--- config.mk ---
export PLATFORM = sky130hd
export DESIGN_NAME = nib_stack_core
export DESIGN_NICKNAME = d
export VERILOG_FILES = /design/src/rtl/nib_pkg.sv /design/src/rtl/nib_fetch.sv /design/src/rtl/nib_operand.sv /design/src/rtl/nib_stack.sv /design/src/rtl/nib_stack_core.sv
export SDC_FILE = /design/constraint.sdc
export NUM_CORES = 1
export LEC_CHECK = 0
export ABC_AREA = 1
export BUFFER_PORTS_ARGS = -buffer_cell sky130_fd_sc_hd__buf_2
export CORE_MARGIN = 2
export CORE_UTILIZATION = 48
export DETAILED_ROUTE_END_ITERATION = 16
export GPL_TIMING_DRIVEN = 0
export PLACE_DENSITY = 0.69
export SLEW_MARGIN = 20
export SYNTH_ARGS = -nofsm -noshare
export SYNTH_HDL_FRONTEND = slang
export SYNTH_SLANG_ARGS = --single-unit
--- constraint.sdc ---
create_clock -name clk -period 8.3 [get_ports clk]
set_input_delay 0 -clock clk [delete_from_list [all_inputs] [get_ports clk]]
set_output_delay 0 -clock clk [all_outputs]
set_load 0.02 [all_outputs]
--- src/rtl/nib_pkg.sv ---
package nib_pkg;
  localparam logic [3:0] FN_JMP = 4'h0;
  localparam logic [3:0] FN_LDL = 4'h1;
  localparam logic [3:0] FN_PFX = 4'h2;
  localparam logic [3:0] FN_LDC = 4'h3;
  localparam logic [3:0] FN_ADC = 4'h4;
  localparam logic [3:0] FN_STL = 4'h5;
  localparam logic [3:0] FN_NFX = 4'h6;
  localparam logic [3:0] FN_CJ  = 4'h7;
  localparam logic [3:0] FN_OPR = 4'hF;

  localparam int unsigned SUB_REV = 0;
  localparam int unsigned SUB_ADD = 1;
  localparam int unsigned SUB_SUB = 2;

  typedef enum logic [1:0] {ST_FETCH, ST_EXEC, ST_LOAD, ST_HALT} core_state_t;
  typedef enum logic [2:0] {SK_HOLD, SK_PUSH, SK_POP, SK_SETA, SK_SWAP} stk_op_t;
endpackage

--- src/rtl/nib_fetch.sv ---
module nib_fetch #(
  parameter int IAW = 12
) (
  input  logic           clk,
  input  logic           rst_n,
  input  logic           fetch_en,
  input  logic           ibyte_valid,
  input  logic [7:0]     ibyte_data,
  input  logic           jump_en,
  input  logic [IAW-1:0] jump_ofs,
  output logic           ibyte_ready,
  output logic           accept,
  output logic [IAW-1:0] fetch_addr,
  output logic [7:0]     ir
);
  logic [IAW-1:0] iptr_q;

  function automatic logic [IAW-1:0] branch_target(input logic [IAW-1:0] nxt,
                                                   input logic [IAW-1:0] ofs);
    return nxt + ofs;
  endfunction

  assign ibyte_ready = fetch_en;
  assign accept      = ibyte_valid && fetch_en;
  assign fetch_addr  = iptr_q;

  always_ff @(posedge clk or negedge rst_n) begin
    if (!rst_n) begin
      iptr_q <= '0;
      ir     <= '0;
    end else if (accept) begin
      iptr_q <= iptr_q + 1'b1;
      ir     <= ibyte_data;
    end else if (jump_en) begin
      iptr_q <= branch_target(iptr_q, jump_ofs);
    end
  end
endmodule

--- src/rtl/nib_operand.sv ---
module nib_operand #(
  parameter int DW = 16
) (
  input  logic          clk,
  input  logic          rst_n,
  input  logic          step,
  input  logic [3:0]    nib,
  input  logic          do_pfx,
  input  logic          do_nfx,
  output logic [DW-1:0] op_full,
  output logic [DW-1:0] oper_q
);
  localparam int PADW = DW - 4;

  function automatic logic [DW-1:0] merge_nib(input logic [DW-1:0] acc,
                                              input logic [3:0] n);
    return acc | {{PADW{1'b0}}, n};
  endfunction

  function automatic logic [DW-1:0] shift_in(input logic [DW-1:0] v, input logic neg);
    logic [DW-1:0] t;
    t = neg ? ~v : v;
    return t << 4;
  endfunction

  assign op_full = merge_nib(oper_q, nib);

  always_ff @(posedge clk or negedge rst_n) begin
    if (!rst_n) begin
      oper_q <= '0;
    end else if (step) begin
      if (do_pfx || do_nfx) oper_q <= shift_in(op_full, do_nfx);
      else                  oper_q <= '0;
    end
  end
endmodule

--- src/rtl/nib_stack.sv ---
module nib_stack
  import nib_pkg::*;
#(
  parameter int DW = 16
) (
  input  logic          clk,
  input  logic          rst_n,
  input  stk_op_t       op,
  input  logic [DW-1:0] val,
  output logic [DW-1:0] a,
  output logic [DW-1:0] b,
  output logic [DW-1:0] c
);
  always_ff @(posedge clk or negedge rst_n) begin
    if (!rst_n) begin
      a <= '0;
      b <= '0;
      c <= '0;
    end else begin
      case (op)
        SK_PUSH: begin
          c <= b;
          b <= a;
          a <= val;
        end
        SK_POP: begin
          a <= val;
          b <= c;
        end
        SK_SETA: a <= val;
        SK_SWAP: begin
          a <= b;
          b <= a;
        end
        default: ;
      endcase
    end
  end
endmodule

--- src/rtl/nib_stack_core.sv ---
module nib_stack_core
  import nib_pkg::*;
#(
  parameter int          DW      = 16,
  parameter int          IAW     = 12,
  parameter int          MAW     = 8,
  parameter int unsigned WS_BASE = 64
) (
  input  logic           clk,
  input  logic           rst_n,
  input  logic           ibyte_valid,
  input  logic [7:0]     ibyte_data,
  output logic           ibyte_ready,
  output logic [IAW-1:0] fetch_addr,
  output logic           mem_req,
  output logic           mem_we,
  output logic [MAW-1:0] mem_addr,
  output logic [DW-1:0]  mem_wdata,
  input  logic [DW-1:0]  mem_rdata,
  output logic [DW-1:0]  stk_a,
  output logic [DW-1:0]  stk_b,
  output logic [DW-1:0]  stk_c,
  output logic           halted,
  output logic           err_flag
);
  localparam logic [MAW-1:0] WS_ADDR = MAW'(WS_BASE);

  core_state_t    state_q, state_d;
  logic           accept, jump_en, dec_err, exec_en;
  logic [7:0]     ir;
  logic [3:0]     fn;
  logic [DW-1:0]  op_full, oper_q;
  stk_op_t        stk_op;
  logic [DW-1:0]  stk_val;
  logic           is_pfx, is_nfx;
  logic           err_q;

  // named internal events for the checker
  logic ev_prefix, ev_oper_clear, ev_push, ev_pop, ev_err;

  function automatic logic [DW-1:0] opr_result(input logic sub,
                                               input logic [DW-1:0] top,
                                               input logic [DW-1:0] nxt);
    return sub ? (nxt - top) : (nxt + top);
  endfunction

  function automatic logic [MAW-1:0] local_addr(input logic [DW-1:0] ofs);
    return WS_ADDR + ofs[MAW-1:0];
  endfunction

  assign fn      = ir[7:4];
  assign exec_en = (state_q == ST_EXEC);
  assign is_pfx  = exec_en && (fn == FN_PFX);
  assign is_nfx  = exec_en && (fn == FN_NFX);

  nib_fetch #(.IAW(IAW)) u_fetch (
    .clk        (clk),
    .rst_n      (rst_n),
    .fetch_en   (state_q == ST_FETCH),
    .ibyte_valid(ibyte_valid),
    .ibyte_data (ibyte_data),
    .jump_en    (jump_en),
    .jump_ofs   (op_full[IAW-1:0]),
    .ibyte_ready(ibyte_ready),
    .accept     (accept),
    .fetch_addr (fetch_addr),
    .ir         (ir)
  );

  nib_operand #(.DW(DW)) u_operand (
    .clk    (clk),
    .rst_n  (rst_n),
    .step   (exec_en),
    .nib    (ir[3:0]),
    .do_pfx (is_pfx),
    .do_nfx (is_nfx),
    .op_full(op_full),
    .oper_q (oper_q)
  );

  nib_stack #(.DW(DW)) u_stack (
    .clk  (clk),
    .rst_n(rst_n),
    .op   (stk_op),
    .val  (stk_val),
    .a    (stk_a),
    .b    (stk_b),
    .c    (stk_c)
  );

  assign mem_addr  = local_addr(op_full);
  assign mem_wdata = stk_a;

  always_comb begin
    state_d = state_q;
    stk_op  = SK_HOLD;
    stk_val = stk_a;
    jump_en = 1'b0;
    mem_req = 1'b0;
    mem_we  = 1'b0;
    dec_err = 1'b0;
    case (state_q)
      ST_FETCH: if (accept) state_d = ST_EXEC;
      ST_EXEC: begin
        state_d = ST_FETCH;
        case (fn)
          FN_JMP: jump_en = 1'b1;
          FN_LDL: begin
            mem_req = 1'b1;
            state_d = ST_LOAD;
          end
          FN_PFX, FN_NFX: ;
          FN_LDC: begin
            stk_op  = SK_PUSH;
            stk_val = op_full;
          end
          FN_ADC: begin
            stk_op  = SK_SETA;
            stk_val = stk_a + op_full;
          end
          FN_STL: begin
            mem_req = 1'b1;
            mem_we  = 1'b1;
            stk_op  = SK_POP;
            stk_val = stk_b;
          end
          FN_CJ: begin
            if (stk_a == '0) begin
              jump_en = 1'b1;
            end else begin
              stk_op  = SK_POP;
              stk_val = stk_b;
            end
          end
          FN_OPR: begin
            if (op_full == DW'(SUB_REV)) begin
              stk_op = SK_SWAP;
            end else if (op_full == DW'(SUB_ADD) || op_full == DW'(SUB_SUB)) begin
              stk_op  = SK_POP;
              stk_val = opr_result(op_full == DW'(SUB_SUB), stk_a, stk_b);
            end else begin
              dec_err = 1'b1;
            end
          end
          default: dec_err = 1'b1;
        endcase
        if (dec_err) state_d = ST_HALT;
      end
      ST_LOAD: begin
        stk_op  = SK_PUSH;
        stk_val = mem_rdata;
        state_d = ST_FETCH;
      end
      default: state_d = ST_HALT;
    endcase
  end

  always_ff @(posedge clk or negedge rst_n) begin
    if (!rst_n) begin
      state_q <= ST_FETCH;
      err_q   <= 1'b0;
    end else begin
      state_q <= state_d;
      if (dec_err) err_q <= 1'b1;
    end
  end

  assign halted   = (state_q == ST_HALT);
  assign err_flag = err_q;

  assign ev_prefix     = is_pfx || is_nfx;
  assign ev_oper_clear = exec_en && !(is_pfx || is_nfx);
  assign ev_push       = (stk_op == SK_PUSH);
  assign ev_pop        = (stk_op == SK_POP);
  assign ev_err        = dec_err;
endmodule

==> reports/metrics.cfg, run 1 <==
[outcome]
outcome=completed

[critical_path]
worst-path-buf-inv=4
critPathCapture=u_stack.a[7]
rr_startpoint=u_operand.oper_q[6]
cp.required_ns=8.55
slowest_stage=dfrtp_1
critical_path.startpoint_type=flop
cpPeakStageDelay_ns=0.41
rrSetupSlack_ns=4.36
crit_cells=21
cp_max_fo=10
arrival_ns=4.19
rr_endpoint=u_stack.a[7]
path_common_cell=nand2_1
path_cells=inv_1 -> ha_1 -> nand3_1 -> nor2_1 -> nand2_1 -> buf_2 -> clkinv_1 -> a31oi_1 -> xor2_1 -> ha_1 -> nand2_1 -> inv_1 -> a21oi_1 -> nand2_1 -> or2_2 -> nand3_1 -> nand3_1 -> o21ai_0 -> nand2_1 -> nand2_1 -> nand2_1
critPathKind=flop to flop
end_kind=flop
crit_family=simple AND/OR/NAND/NOR gates
rr_worst_depth=21
critPathLaunch=u_operand.oper_q[6]

[grt]
antenna_found_initial=0
grt_pass1_vias=7430
global_route.usage.total_pct=30.5
grt_pass1_wl_um=39200
grt_max_degree=57
grt_overflow_total=0

[power]
p_per_area_nw_per_um2=98.3
cellLeakagePower_nw=4.74
vdd_drop_max_mv=0.0907

[timing]
max_freq_mhz=254
slew_viol_final=0
fin_crit_sh_pct=47.4
setup_viol=0
relSlewSlack_pct=54.2
tightestPinTransition_ns=0.686
finalCriticalPeriod_ns=3.94
rsz0062_at_grt=no
fin_setup_tns_ns=0
hold_viol=0
clock_skew_ns=0.00998

[floorplanning]
placementRows=45
die_w_um=129
die_height_um=129
initial_core_util_pct=49.0
core_area_um2=15200
num_io_pins=116
fp.dieArea_um2=16500

[clock_tree]
numCtsBuffers=9
cts-root-buf=clkbuf_16
htreeDepth=3
ctsLongestPathBuffers=2
clk_pin_slew_ns=0.07
postCtsSetupRepairBufs=0
cts.sinks=83
cts_tree=built
clkLatencyLatePin_ns=0.36

[route]
drt_iter0_markers=740
drc=0
detail_route.wl_per_cell_um=16.2
via_per_inst=5.32
totalWireLength_um=24300
via_count=7984
postRouteAntennaNets=0
drt-pass1-iter-count=5

[logic_synthesis]
ys_warn_count=0
synth_top_family_by_area=simple AND/OR/NAND/NOR gates
yosysTopAreaCellShare_pct=27.9
syn_nets=1242
yosys_register_bits=83
synth_edf_count=0
ys_seq_area_share_pct=27.9
postSynthCellCount=1165
synth_xor_xnor_area_share_pct=2.59
synthMuxAreaShare_pct=0.302
synthDistinctLibCells=45
synthAdderAreaFrac_pct=8.70
syn_area_um2=7450
syn_avg_cell_area_um2=6.40
synth_compound_area_share_pct=13.3
synthArstFlopShare_pct=100
yosys.area.top_type=dfrtp_1
synth_top_flop_cell=dfrtp_1
ys_top_cells_by_area=dfrtp_1, nand2_1, ha_1
synth-simple-area-share_pct=35.2

[cells_and_area]
diodes=0
layout-drive-gt1-share_pct=15.2
syn_to_final_growth_pct=17.6
final_common_cell=nand2_1
layout_common_cells=nand2_1, inv_1, nor2_1
post-route-util_pct=57.6
layout.nets=1385

[hold_path]
hold_class=primary input to flop

[placement]
routabilityCongestion=0.965
place.port_buffers=115
hpwlAfterDp_um=19200

[flow_run]
cap_violations=0

[synthesized netlist by cell type (2+ instances only)]
master    instances
ha_1             47
nand3_2           2
dfrtp_1          83
o21a_1            3
nand2_2           6
xor2_1           13
o21ai_1          15
mux2_2            2
o22ai_1           3
nor3_1            7
nand3b_1          8
fa_1              3
buf_2             9
or2_2             6
nor2_2            2
inv_1           144
nand3_1          78
nand2_1         358
a21boi_1          5
o32ai_1          10
xnor2_1           9
o31ai_1           4
a21oi_1          54
nand4_1          11
nor2_1          140
inv_2             5
clkbuf_1         15
o21ai_2           2
and2_1            3
buf_4            26
o21ai_0          71
o21bai_1          4
a31oi_1           3
buf_6             3
[report_power, final]
group          switching, mW  total [mW]  internal [mW]
combinational         0.0113      0.0220         0.0106
sequential                 0       0.404          0.404
clock                  0.191       0.436          0.244
total                  0.202       0.862          0.659
[sequential cells by signal (all words and copies together) (netlist names)]
name / flops
err_flag: 1
state_q: 2
u_fetch.fetch_addr: 12
u_fetch.ir: 8
u_operand.oper_q: 12
u_stack.a: 16
u_stack.b: 16
u_stack.c: 16
[stage by stage]
step	setup WS [ns]	cell area, µm²	hold slack (ns)	cells	total power [mW]
6_report	4.36	8760	0.0150	1501	0.862
4_1_cts	4.43	8760	0.00526	1501	0.863
5_1_grt	4.00	8760	0.0583	1501	0.883
3_3_place_gp	4.48	8260	0.209	1468	0.427
3_5_place_dp	4.46	8290	-0.0331	1469	0.428
2_1_floorplan	5.18	7450	-0.296	1165	0.412
[what timing repair did]
item / CTS / global route
hold buffers: 16 / 0
resized for setup: 0 / 0
hold endpoints to repair: 99 / 0
[worst min path at each step]
stage          slack (ns)     startpoint                    end  depth (start not counted)
6_report             0.02   mem_rdata[4]           u_stack.a[4]                          5
5_1_grt              0.06  mem_rdata[14]          u_stack.a[14]                          6
4_1_cts             0.005   mem_rdata[4]           u_stack.a[4]                          5
3_5_place_dp        -0.03          rst_n  u_fetch.fetch_addr[2]                          1
3_3_place_gp         0.21  ibyte_data[7]          u_fetch.ir[7]                          3
2_1_floorplan       -0.30          rst_n               err_flag                          0
[worst reg2reg max path, cell delays in order (launching register included)]
cell,delay (ns)
dfrtp_1,0.41
inv_1,0.14
ha_1,0.25
nand3_1,0.14
nor2_1,0.06
nand2_1,0.08
buf_2,0.24
clkinv_1,0.31
a31oi_1,0.26
xor2_1,0.18
ha_1,0.31
nand2_1,0.18
inv_1,0.06
a21oi_1,0.13
nand2_1,0.18
or2_2,0.32
nand3_1,0.07
nand3_1,0.07
o21ai_0,0.26
nand2_1,0.08
nand2_1,0.06
nand2_1,0.04
[kinds of logic (layout without fill, tap and decap cells)]
family,Yosys count,count (layout)
AND/OR/NAND/NOR,627,627
buffers and inverters,204,352
AO/OA/AOI/OAI,177,177
flip-flops,83,83
adder cells (fa/ha/maj),50,50
XOR/XNOR,22,22
multiplexers,2,2
[final cells by class]
type	count	area, µm²
fillers	1535	6440
clock inverters	6	72.6
repair buffers	132	766
multi-input cells	878	4480
flip-flops and latches	83	2080
plain buffers	53	330
well taps	188	235
inverters	151	568
clock buffers	10	239
[per-layer routing]
layer,up-vias,wire [µm],GRT usage (%)
met5,-,0,0
met4,0,341,7.61
met3,26,1470,3.08
met2,266,11100,49.4
met1,3688,11400,44.1
li1,4004,-,-
(Power assumes the default switching activity.)
==> run 2, diff against run 1 <==
- clock period: 8.3 -> 4.1 ns (I/O delays scaled with it)
==> reports/metrics.cfg, run 2 (synthesized netlist as in run 1, its figures left out) <==
[power]
power_frac_comb_pct=2.6
p_seq_share_pct=47.0
p_per_area_nw_per_um2=198
vdd_drop_max_mv=0.182
cellLeakagePower_nw=4.74
netSwitchingFraction_pct=23.3
p_sw_mw=0.406
internal_power_mw=1.33
totalPowerFinal_mw=1.74
clockPowerShare_pct=50.4

[critical_path]
end_kind=flop
rr_startpoint=u_operand.oper_q[6]
rrSetupSlack_ns=0.38
critical_path.startpoint_type=flop
cp_max_fo=10
rr_worst_depth=21
cp.required_ns=4.35
critPathKind=flop to flop
critPathLaunch=u_operand.oper_q[6]
rr_endpoint=u_stack.a[7]
arrival_ns=3.96

[cells_and_area]
layout_common_cells=nand2_1, inv_1, nor2_1
top_regs=u_stack.a (16), u_stack.b (16), u_stack.c (16)
register_area_um2=2080
fin_area_um2=8780
syn_to_final_growth_pct=17.8
final_common_cell=nand2_1
layout.nets=1386
layout-drive-gt1-share_pct=15.4
multi_input_area_um2=4480
diodes=0
post-route-util_pct=57.7
fillers=1534

[placement]
place_area_um2=8290
hpwlAfterDp_um=19200
routabilityCongestion=0.965
place.port_buffers=115

[timing]
fin_crit_sh_pct=90.7
hold_viol=0
clock_skew_ns=0.00962
fin_setup_tns_ns=0
tightestPinTransition_ns=0.685
setup_viol=0
slew_viol_final=0
rsz0062_at_grt=no
relSlewSlack_pct=54.3
finalCriticalPeriod_ns=3.72
max_freq_mhz=269

[flow_run]
cap_violations=0

[floorplanning]
fp.dieArea_um2=16500
die_w_um=129
initial_core_util_pct=49.0
num_io_pins=116
core_area_um2=15200
placementRows=45
die_height_um=129

[route]
totalWireLength_um=24300
detail_route.wl_per_cell_um=16.2
postRouteAntennaNets=0
drc=0
via_count=7996
drt-pass1-iter-count=6
via_per_inst=5.32
drt_iter0_markers=843

[clock_tree]
numCtsBuffers=9
clkLatencyLatePin_ns=0.36
htreeDepth=3
cts.sinks=83
ctsLongestPathBuffers=2
cts_tree=built
cts-root-buf=clkbuf_16
clk_pin_slew_ns=0.07

[hold_path]
whs_path_depth=6
min_from=mem_rdata[14]
worstHoldEndpoint=u_stack.a[14]
hold_class=primary input to flop

[grt]
global_route.usage.total_pct=30.5
grt_overflow_total=0
antenna_found_initial=0
grt_max_degree=57
grt_pass1_vias=7430
grt_pass1_wl_um=39200

[outcome]
outcome=completed

[run 2: cell type report]
type	count	area share (%)
Buffer	53	3.79
Clock buffer	10	2.72
Clock inverter	6	0.827
Inverter	151	6.51
Multi-Input combinational cell	878	51.0
Sequential cell	83	23.7
Tap cell	188	2.68
Timing Repair Buffer	133	8.81
[run 2: how the worst max path moves through the flow]
stage	endpoint	slack [ns]	cells past startpoint
4_1_cts	u_stack.a[7]	0.23	21
6_report	u_stack.a[7]	0.38	21
3_3_place_gp	u_stack.a[7]	0.28	21
3_5_place_dp	u_stack.a[7]	0.26	21
5_1_grt	u_stack.a[7]	0.06	21
2_1_floorplan	u_stack.a[7]	0.98	21
[run 2: critical path: stages, from the launching register on]
cell        delay [ns]
dfrtp_1           0.41
inv_1             0.15
ha_1              0.25
nand3_1           0.13
nor2_1            0.06
nand2_1           0.08
clkbuf_4          0.24
clkinvlp_4        0.17
a31oi_1           0.19
xor2_1            0.18
ha_1              0.31
nand2_1           0.16
inv_1             0.05
a21oi_1           0.13
nand2_1           0.18
or2_2             0.32
nand3_1           0.07
nand3_1           0.07
o21ai_0           0.26
nand2_1           0.09
nand2_1           0.06
nand2_1           0.04
[run 2: repair_timing]
| item | in CTS | in global routing |
|---|---|---|
| resized for setup | 0 | 2 |
| setup buffers | 0 | 1 |
| hold buffers | 16 | 0 |
| endpoints found under the setup margin | 0 | 2 |
| endpoints found under the hold margin | 99 | 0 |
[run 2: power groups by stage]
stage / clock (mW) / sequential [mW] / combinational [mW]
2_1_floorplan: 0 / 0.834 / 0.0000330
3_3_place_gp: 0 / 0.834 / 0.0298
3_5_place_dp: 0 / 0.834 / 0.0333
4_1_cts: 0.883 / 0.818 / 0.0448
5_1_grt: 0.921 / 0.818 / 0.0496
6_report: 0.878 / 0.818 / 0.0444
[run 2: routing by layer]
| layer | track usage (%) | share of wire, % | up-vias |
|---|---|---|---|
| met2 | 49.4 | 46 | 270 |
| met4 | 7.61 | 1.5 | 0 |
| met1 | 44.1 | 46 | 3689 |
| li1 | - | - | 4010 |
| met5 | 0 | 0 | - |
| met3 | 3.08 | 6.5 | 27 |
[run 2: stage by stage]
stage	cells	hold WS, ns	setup slack [ns]
after floorplan	1165	-0.296	0.979
after global placement	1468	0.209	0.276
after detailed placement	1469	-0.0331	0.261
after CTS	1501	0.00526	0.235
after global routing	1502	0.0583	0.0594
final	1502	0.0207	0.382
==> run 3, diff against run 2 <==
- SYNTH_HIERARCHICAL: not set -> 1
==> reports/metrics.cfg, run 3 <==
[critical_path]
slowest_stage=dfrtp_1
cp.required_ns=4.34
critPathKind=flop to flop
arrival_ns=3.83
end_kind=flop
rr_startpoint=u_operand/oper_q[6]
cpPeakStageDelay_ns=0.48
critPathLaunch=u_operand/oper_q[6]
path_common_cell=nand3_1
path_cells=inv_1 -> ha_1 -> nand3_1 -> nor2_2 -> nand2_2 -> buf_6 -> inv_1 -> o21ai_0 -> xor2_1 -> ha_1 -> a21oi_1 -> nor2_1 -> nor2_1 -> nand2_1 -> or2_2 -> nand3_1 -> nand3_1 -> nand2_1 -> nand3_1 -> nand2_1 -> nand3_1
critical_path.startpoint_type=flop
cp_max_fo=10

[floorplanning]
fp.dieArea_um2=17700
die_height_um=133
num_io_pins=116
initial_core_util_pct=48.7
placementRows=47
die_w_um=133
core_area_um2=16400

[clock_tree]
cts-root-buf=clkbuf_16
numCtsBuffers=9
htreeDepth=3
cts.sinks=83
clkLatencyLatePin_ns=0.35
ctsLongestPathBuffers=2
clk_pin_slew_ns=0.07
postCtsSetupRepairBufs=0
cts_tree=built

[route]
totalWireLength_um=26300
detail_route.wl_per_cell_um=15.9
drc=0
postRouteAntennaNets=0
via_count=8759
drt_iter0_markers=740
drt-pass1-iter-count=6
via_per_inst=5.29

[cells_and_area]
layout-drive-gt1-share_pct=15.9
post-route-util_pct=56.7
register_area_um2=2080
syn_to_final_growth_pct=16.3
layout.nets=1508
fin_area_um2=9300
final_common_cell=nand2_1
layout_common_cells=nand2_1, inv_1, buf_2
multi_input_area_um2=4910
top_regs=u_stack/a (16), u_stack/b (16), u_stack/c (16)
fillers=1698
diodes=0

[placement]
hpwlAfterDp_um=20400
routabilityCongestion=0.986
place.port_buffers=115
place_area_um2=8870
post-place-ws_ns=0.453

[timing]
setup_ws_ns=0.509
relSlewSlack_pct=44.9
clock_skew_ns=0.00636
fin_crit_sh_pct=87.6
tightestPinTransition_ns=0.819
hold_viol=0
fin_setup_tns_ns=0
setup_viol=0
rsz0062_at_grt=no
finalCriticalPeriod_ns=3.59
max_freq_mhz=279
fin_hold_ws_ns=0.0617
slew_viol_final=0

[grt]
grt_pass1_wl_um=41500
grt_overflow_total=0
antenna_found_initial=0
grt_max_degree=56
global_route.usage.total_pct=29.9
grt_pass1_vias=7919

[logic_synthesis]
ys_warn_count=6
syn_area_um2=7990
syn_avg_cell_area_um2=6.18
syn_nets=1370
postSynthCellCount=1293

[power]
cellLeakagePower_nw=5.40
vdd_drop_max_mv=0.392
p_per_area_nw_per_um2=911

[hold_path]
min_from=mem_rdata[2]
hold_class=primary input to flop

[flow_run]
cap_violations=0

[outcome]
outcome=completed

-- run 3: through the flow --
step	instances	power, mW
final	1656	8.47
after global routing	1656	9.24
after CTS	1656	8.39
after detailed placement	1629	7.48
after global placement	1628	7.42
after floorplan	1293	5.85
-- run 3: path summary, 6_finish.rpt --
path	end	slack, ns	cells after the start
setup reg to reg	u_stack/a[8]	0.51	21
min in group asynchronous	u_fetch/fetch_addr[9]	0.13	2
hold / removal	u_stack/a[2]	0.06	5
hold reg to reg	err_flag	0.47	2
setup / recovery	u_stack/a[8]	0.51	21
max in group asynchronous	u_stack/c[13]	3.35	3
-- run 3: timing repair --
| action | CTS | global route |
|---|---|---|
| hold buffers | 11 | 0 |
| endpoints found under the setup margin | 0 | 1 |
| hold endpoints to repair | 81 | 0 |
| gates resized for setup | 0 | 1 |
-- run 3: metal layers --
| metal | GRT usage, % | vias up | wire length [µm] |
|---|---|---|---|
| li1 | - | 4350 | - |
| met1 | 42.1 | 3996 | 11900 |
| met4 | 8.72 | 0 | 569 |
| met3 | 4.37 | 45 | 1950 |
| met2 | 47.7 | 368 | 11900 |
| met5 | 0 | - | 0 |
-- run 3: worst max-delay path, delay by kind of cell (launching register included) --
kind | cells | cell delay, ns
AO/OA/AOI/OAI | 2 | 0.42
AND/OR/NAND/NOR | 13 | 1.36
XOR/XNOR | 1 | 0.16
flip-flops | 1 | 0.48
adder cells (fa/ha/maj) | 2 | 0.55
buffers and inverters | 3 | 0.51
-- run 3: final cells by class --
type                       instances  area share, %
sequential                        83           22.3
clock buffer                      10           2.57
inverter                         182           7.35
buffer                            46           3.53
clock inverter                     6          0.740
multi-input combinational        982           52.8
tap                              220           2.96
timing repair buffer             127           7.70
-- run 3: power breakdown --
| group | switching [mW] | internal [mW] |
|---|---|---|
| logic | 3.85 | 2.06 |
| registers | 0.547 | 1.14 |
| clock network | 0.380 | 0.495 |
| total | 4.78 | 3.69 |
